===== config.mk =====
export PLATFORM = sky130hd
export DESIGN_NAME = alu8_flags_unit
export DESIGN_NICKNAME = d
export VERILOG_FILES = /design/src/rtl/alu8_pkg.sv /design/src/rtl/alu8_decode.sv /design/src/rtl/alu8_datapath.sv /design/src/rtl/alu8_flagreg.sv /design/src/rtl/alu8_flags_unit.sv
export SDC_FILE = /design/constraint.sdc
export NUM_CORES = 1
export LEC_CHECK = 0
export ABC_AREA = 1
export BUFFER_PORTS_ARGS = -buffer_cell sky130_fd_sc_hd__buf_2
export CAP_MARGIN = 40
export CORE_MARGIN = 2
export CORE_UTILIZATION = 38
export DETAILED_ROUTE_END_ITERATION = 10
export GPL_TIMING_DRIVEN = 1
export HOLD_SLACK_MARGIN = 0.12
export PLACE_DENSITY = 0.66
export SYNTH_ARGS = -nofsm -noshare
export SYNTH_HDL_FRONTEND = slang
export SYNTH_SLANG_ARGS = --single-unit

===== constraint.sdc =====
create_clock -name clk -period 5.9 [get_ports clk]
set_clock_uncertainty 0.1 [all_clocks]
set_input_delay 0.885 -clock clk [delete_from_list [all_inputs] [get_ports clk]]
set_output_delay 0.885 -clock clk [all_outputs]
set_load 0.01 [all_outputs]

===== src/rtl/alu8_pkg.sv =====
package alu8_pkg;
  localparam int NFLAG = 4;
  localparam int FZ = 0;
  localparam int FS = 1;
  localparam int FC = 2;
  localparam int FI = 3;

  typedef enum logic [2:0] {
    OC_NONE  = 3'd0,
    OC_ADD   = 3'd1,
    OC_SUB   = 3'd2,
    OC_LOGIC = 3'd3,
    OC_INC   = 3'd4,
    OC_DEC   = 3'd5,
    OC_CLRF  = 3'd6
  } opclass_e;

  typedef struct packed {
    opclass_e   cls;
    logic       use_imm;
    logic       with_c;
    logic [1:0] lsel;   // 0 and, 1 or, 2 xor
  } alu_dec_t;
endpackage


===== src/rtl/alu8_decode.sv =====
module alu8_decode
  import alu8_pkg::*;
(
  input  logic [7:0] opcode,
  output alu_dec_t   dec,
  output logic       legal
);
  always_comb begin
    dec = '{cls: OC_NONE, use_imm: 1'b0, with_c: 1'b0, lsel: 2'd0};
    unique case (opcode[7:4])
      4'h4: begin
        if (!opcode[3]) begin
          dec.cls     = opcode[2] ? OC_SUB : OC_ADD;
          dec.with_c  = opcode[1];
          dec.use_imm = opcode[0];
        end else if (opcode[3:0] == 4'hF) begin
          dec.cls = OC_CLRF;
        end
      end
      4'h5: if (opcode[3:0] <= 4'h6) dec.cls = OC_INC;
      4'h6: if (opcode[3:0] <= 4'h6) dec.cls = OC_DEC;
      4'h7: begin
        if (opcode[3:0] <= 4'h5) begin
          dec.cls     = OC_LOGIC;
          dec.lsel    = opcode[2:1];
          dec.use_imm = opcode[0];
        end
      end
      default: ;
    endcase
    legal = (dec.cls != OC_NONE);
  end
endmodule


===== src/rtl/alu8_datapath.sv =====
module alu8_datapath
  import alu8_pkg::*;
#(
  parameter int W = 8
) (
  input  alu_dec_t         dec,
  input  logic [W-1:0]     a,
  input  logic [W-1:0]     b,
  input  logic [W-1:0]     n,
  input  logic             cin,
  output logic [W-1:0]     res,
  output logic [NFLAG-1:0] raw,
  output logic [NFLAG-1:0] we
);
  logic [W-1:0] opnd;
  logic [W:0]   cext;
  logic [W:0]   sum;
  logic [W:0]   dif;
  logic         c_out;
  logic         zs_from_res;

  assign opnd = dec.use_imm ? n : b;
  assign cext = {{W{1'b0}}, dec.with_c & cin};
  assign sum  = {1'b0, a} + {1'b0, opnd} + cext;
  assign dif  = {1'b0, a} - {1'b0, opnd} - cext;

  always_comb begin
    res         = a;
    c_out       = 1'b0;
    we          = '0;
    zs_from_res = 1'b1;
    unique case (dec.cls)
      OC_ADD: begin
        res = sum[W-1:0];
        c_out = sum[W];
        we = 4'b0111;
      end
      OC_SUB: begin
        res = dif[W-1:0];
        c_out = dif[W];
        we = 4'b0111;
      end
      OC_INC: begin
        res = a + {{(W-1){1'b0}}, 1'b1};
        we = 4'b0011;
      end
      OC_DEC: begin
        res = a - {{(W-1){1'b0}}, 1'b1};
        we = 4'b0011;
      end
      OC_LOGIC: begin
        we = 4'b0001;
        unique case (dec.lsel)
          2'd0:    res = a & opnd;
          2'd1:    res = a | opnd;
          default: res = a ^ opnd;
        endcase
      end
      OC_CLRF: begin
        we = 4'b0111;
        zs_from_res = 1'b0;
      end
      default: ;
    endcase
    raw     = '0;
    raw[FZ] = zs_from_res & (res == '0);
    raw[FS] = zs_from_res & res[W-1];
    raw[FC] = c_out;
  end
endmodule


===== src/rtl/alu8_flagreg.sv =====
module alu8_flagreg
  import alu8_pkg::*;
(
  input  logic             clk,
  input  logic             rst_n,
  input  logic             en,
  input  logic [NFLAG-1:0] alu_we,
  input  logic [NFLAG-1:0] alu_raw,
  input  logic             int_wr,
  input  logic             int_val,
  output logic [NFLAG-1:0] we,
  output logic [NFLAG-1:0] nxt,
  output logic [NFLAG-1:0] q
);
  logic [NFLAG-1:0] src;

  always_comb begin
    we      = alu_we;
    we[FI]  = int_wr;
    src     = alu_raw;
    src[FI] = int_val;
  end

  for (genvar i = 0; i < NFLAG; i++) begin : g_bit
    assign nxt[i] = we[i] ? src[i] : q[i];
  end

  always_ff @(posedge clk or negedge rst_n) begin
    if (!rst_n) q <= '0;
    else if (en) q <= nxt;
  end
endmodule


===== src/rtl/alu8_flags_unit.sv =====
module alu8_flags_unit
  import alu8_pkg::*;
#(
  parameter int W = 8
) (
  input  logic             clk,
  input  logic             rst_n,
  input  logic             op_en,
  input  logic [7:0]       opcode,
  input  logic [W-1:0]     acc_in,
  input  logic [W-1:0]     reg_b,
  input  logic [W-1:0]     imm,
  input  logic             int_wr,
  input  logic             int_val,
  output logic [W-1:0]     result,
  output logic             op_legal,
  output logic [NFLAG-1:0] flag_we,
  output logic [NFLAG-1:0] flag_next,
  output logic [NFLAG-1:0] flags
);
  alu_dec_t         dec;
  logic [NFLAG-1:0] dp_raw;
  logic [NFLAG-1:0] dp_we;

  alu8_decode u_dec (
    .opcode (opcode),
    .dec    (dec),
    .legal  (op_legal)
  );

  alu8_datapath #(.W(W)) u_dp (
    .dec (dec),
    .a   (acc_in),
    .b   (reg_b),
    .n   (imm),
    .cin (flags[FC]),
    .res (result),
    .raw (dp_raw),
    .we  (dp_we)
  );

  alu8_flagreg u_fr (
    .clk     (clk),
    .rst_n   (rst_n),
    .en      (op_en),
    .alu_we  (dp_we),
    .alu_raw (dp_raw),
    .int_wr  (int_wr),
    .int_val (int_val),
    .we      (flag_we),
    .nxt     (flag_next),
    .q       (flags)
  );
endmodule


==> flow_metrics.py <==
metrics = {
    "run_status": {
        "status": "finished, final reports clean",
    },
    "cells_and_area": {
        "final_cell_mix": "106 x nand2_1, 87 x inv_1, 57 x buf_2",
        "largest_reg_flops": 4,
        "reg.largest.list": "u_fr.q: 4 flops",
        "drive_above_1_share_pct": 18.6,
        "area_growth_pct": 15.9,
        "nFillCells": 726,
        "regArea_sq_um": 100,
        "num_antenna_cells": 0,
        "multi_input_area_sq_um": 1970,
        "nets": 574,
        "regMostFlops": "u_fr.q",
        "final_common_cell": "nand2_1",
    },
    "yosys": {
        "syn-mean-instance-area_sq_um": 5.63,
        "yosysWarnings": 0,
        "synth.net_count": 516,
        "synth-seq-cells": 4,
        "synthesis.area_sq_um": 2470,
        "yosys.cell_types.count": 36,
        "syn_inst": 439,
        "ys_seq_area_share_pct": 4.05,
    },
    "timing": {
        "finalHoldViolations": 0,
        "fmax_mhz": 188,
        "layout_min_cycle_time_ps": 5330,
        "slew_viol_final": 0,
        "tightest_slew_ps": 614,
        "finalCritPeriodShare_pct": 90.3,
        "slew_headroom_pct": 58.6,
        "rsz0062_at_grt": "false",
        "setup_viol_count_final": 0,
        "fin_setup_tns_ps": 0,
        "worst_slack_ps": 570,
    },
    "drt": {
        "routed_via_density": 5.19,
        "drc": 0,
        "drtPass1Iterations": 5,
        "finalWirelength_mm": 7.72,
        "initialDrtViolationCount": 199,
        "wl_per_cell_um": 13.5,
        "vias": 2970,
        "antenna_left": 0,
    },
    "floorplanning": {
        "pin_count": 58,
        "initial_utilization_pct": 39.2,
        "die_h_um": 84.7,
        "rows": 29,
        "die_x_um": 84.7,
        "core_sq_um": 6310,
        "die_area_sq_um": 7170,
    },
    "cts": {
        "path_clk_slew_ps": 40,
        "cts_root_buf": "clkbuf_8",
        "cts_sinks": 4,
        "cts_tree": "built",
        "postCtsSetupBuffers": 0,
        "clk_path_buf_depth": 2,
        "h-tree-depth": 1,
        "post_cts_resized": 0,
        "cts_made_buffers": 3,
        "insertion_delay_ps": 220,
        "holdBufCountCts": 0,
    },
    "global_routing": {
        "grt_pass1_vias": 2687,
        "antenna_found_initial": 0,
        "grt_pass1_wl_mm": 12.4,
        "grt_max_degree": 16,
        "gr-usage-all-layers_pct": 21.2,
        "grt_overflow": 0,
    },
    "worst_setup_path": {
        "endpoint_kind": "output pin",
        "startpoint_type": "input port",
        "path_class": "in -> out",
        "cp-endpoint": "flag_next[0]",
        "r2r_cells": 20,
        "critPathMaxFanout": 15,
        "timing.rr.end": "u_fr.q[0]$_DFFE_PN0P_",
        "cp.required_ps": 4910,
        "critPathArrivalTime_ps": 4350,
        "r2r_start": "u_fr.q[2]$_DFFE_PN0P_",
        "r2r_slack_ps": 2860,
        "crit_start": "opcode[7]",
    },
    "pwr": {
        "p_leak_uw": 0.00180,
        "ir_drop_v": 0.0000682,
        "cellPowerDensity_nw_per_um2": 111,
    },
    "placed_design": {
        "hpwl_mm": 6.44,
        "gp_congestion": 0.939,
        "portBuffers": 57,
        "dpl_worst_slack_ps": 583,
    },
    "flow_run": {
        "maxCapViolCount": 0,
    },
    "hold_path": {
        "hold_class": "in -> async",
    },
}
-- where the power goes --
part	internal [uW]	switching, uW	total [uW]	leakage (uW)
clock	43.7	16.2	59.9	0.0000216
combinational	81.1	142	223	0.00173
sequential	31.5	3.27	34.8	0.0000531
total	156	162	318	0.00180
-- Yosys cell counts (all sizes together) --
cell | instances | share of area, %
o21bai | 1 | 0.30
nor4 | 1 | 0.25
nor3b | 1 | 0.76
fa | 4 | 3.2
nor3 | 2 | 0.61
o21ai | 23 | 5.0
a21o | 2 | 0.61
dfrtp | 4 | 4.0
a21oi | 20 | 4.2
or2 | 1 | 0.25
nand4 | 16 | 4.0
buf | 4 | 1.4
clkbuf | 1 | 0.15
nand2 | 113 | 18
inv | 95 | 14
xor2 | 4 | 1.4
nor2b | 1 | 0.25
o311a | 1 | 0.40
nand3b | 3 | 0.91
nand3 | 55 | 12
ha | 36 | 18
o2111ai | 1 | 0.35
clkinv | 1 | 0.15
nor2 | 48 | 8.9
xnor2 | 1 | 0.35
-- cells by family (layout without fill, tap and decap cells) --
logic type	after synthesis	after routing	share of synthesized area, %
and+or+nand+nor	241	241	45.8
buffers and inverters	101	157	16.1
AOI/OAI and AO/OA	48	48	10.8
adders and majority gates	40	40	21.5
xor gates and xnor gates	5	5	1.77
DFF	4	4	4.05
-- worst max-delay path, stage by stage --
cell and delay (ps):
buf_2 100, inv_2 50, nand2_2 110, nor2_4 210
nand2_1 110, nand2_1 410, nand2_1 140, nand2_1 150
inv_1 80, fa_1 500, inv_1 60, ha_1 170
nor2_1 170, o21ai_1 120, xor2_1 160, inv_1 60
nand2_1 60, nand3_1 80, nor2_1 160, nand2_1 70
nor2_1 180, nand3_1 100, nand2_1 80, buf_2 130
-- final cells by class --
| class | count | area share [%] |
|---|---|---|
| multi-input cells | 334 | 68.9 |
| flip-flops and latches | 4 | 3.49 |
| clock buffers | 3 | 1.44 |
| inverters | 96 | 12.6 |
| well taps | 77 | 3.36 |
| repair buffers | 58 | 10.2 |
-- how the worst min path moves through the flow --
stage,endpoint,cells after the start,slack (ps),start
detailed placement,u_fr.q[0]$_DFFE_PN0P_,2,420,u_fr.q[0]$_DFFE_PN0P_
global placement,u_fr.q[1]$_DFFE_PN0P_,2,400,u_fr.q[1]$_DFFE_PN0P_
floorplan,u_fr.q[2]$_DFFE_PN0P_,2,390,u_fr.q[2]$_DFFE_PN0P_
global route,u_fr.q[2]$_DFFE_PN0P_,1,370,rst_n
CTS,u_fr.q[2]$_DFFE_PN0P_,1,370,rst_n
finish,u_fr.q[2]$_DFFE_PN0P_,1,370,rst_n
-- metrics by stage --
stage | hold WS [ps] | cell area, sq um | util [%] | cells | total power, uW
after CTS | 371 | 2870 | 45.4 | 572 | 317
final | 373 | 2870 | 45.4 | 572 | 318
after floorplan | 393 | 2470 | - | 439 | 187
after global placement | 398 | 2820 | 44.7 | 569 | 251
after global routing | 371 | 2870 | 45.4 | 572 | 353
after detailed placement | 415 | 2820 | 44.7 | 569 | 255
-- layer usage --
layer  up-vias  routed length, um  GRT usage, %  share of wire [%]
li1       1512                  -             -                  -
met1      1345               3550          30.3                 46
met2       105               3610          34.9                 47
met3         8                464          1.67                6.0
met4         0                 97          4.04                1.3
met5         -                  0             0                  0
(Power assumes the default switching activity.)
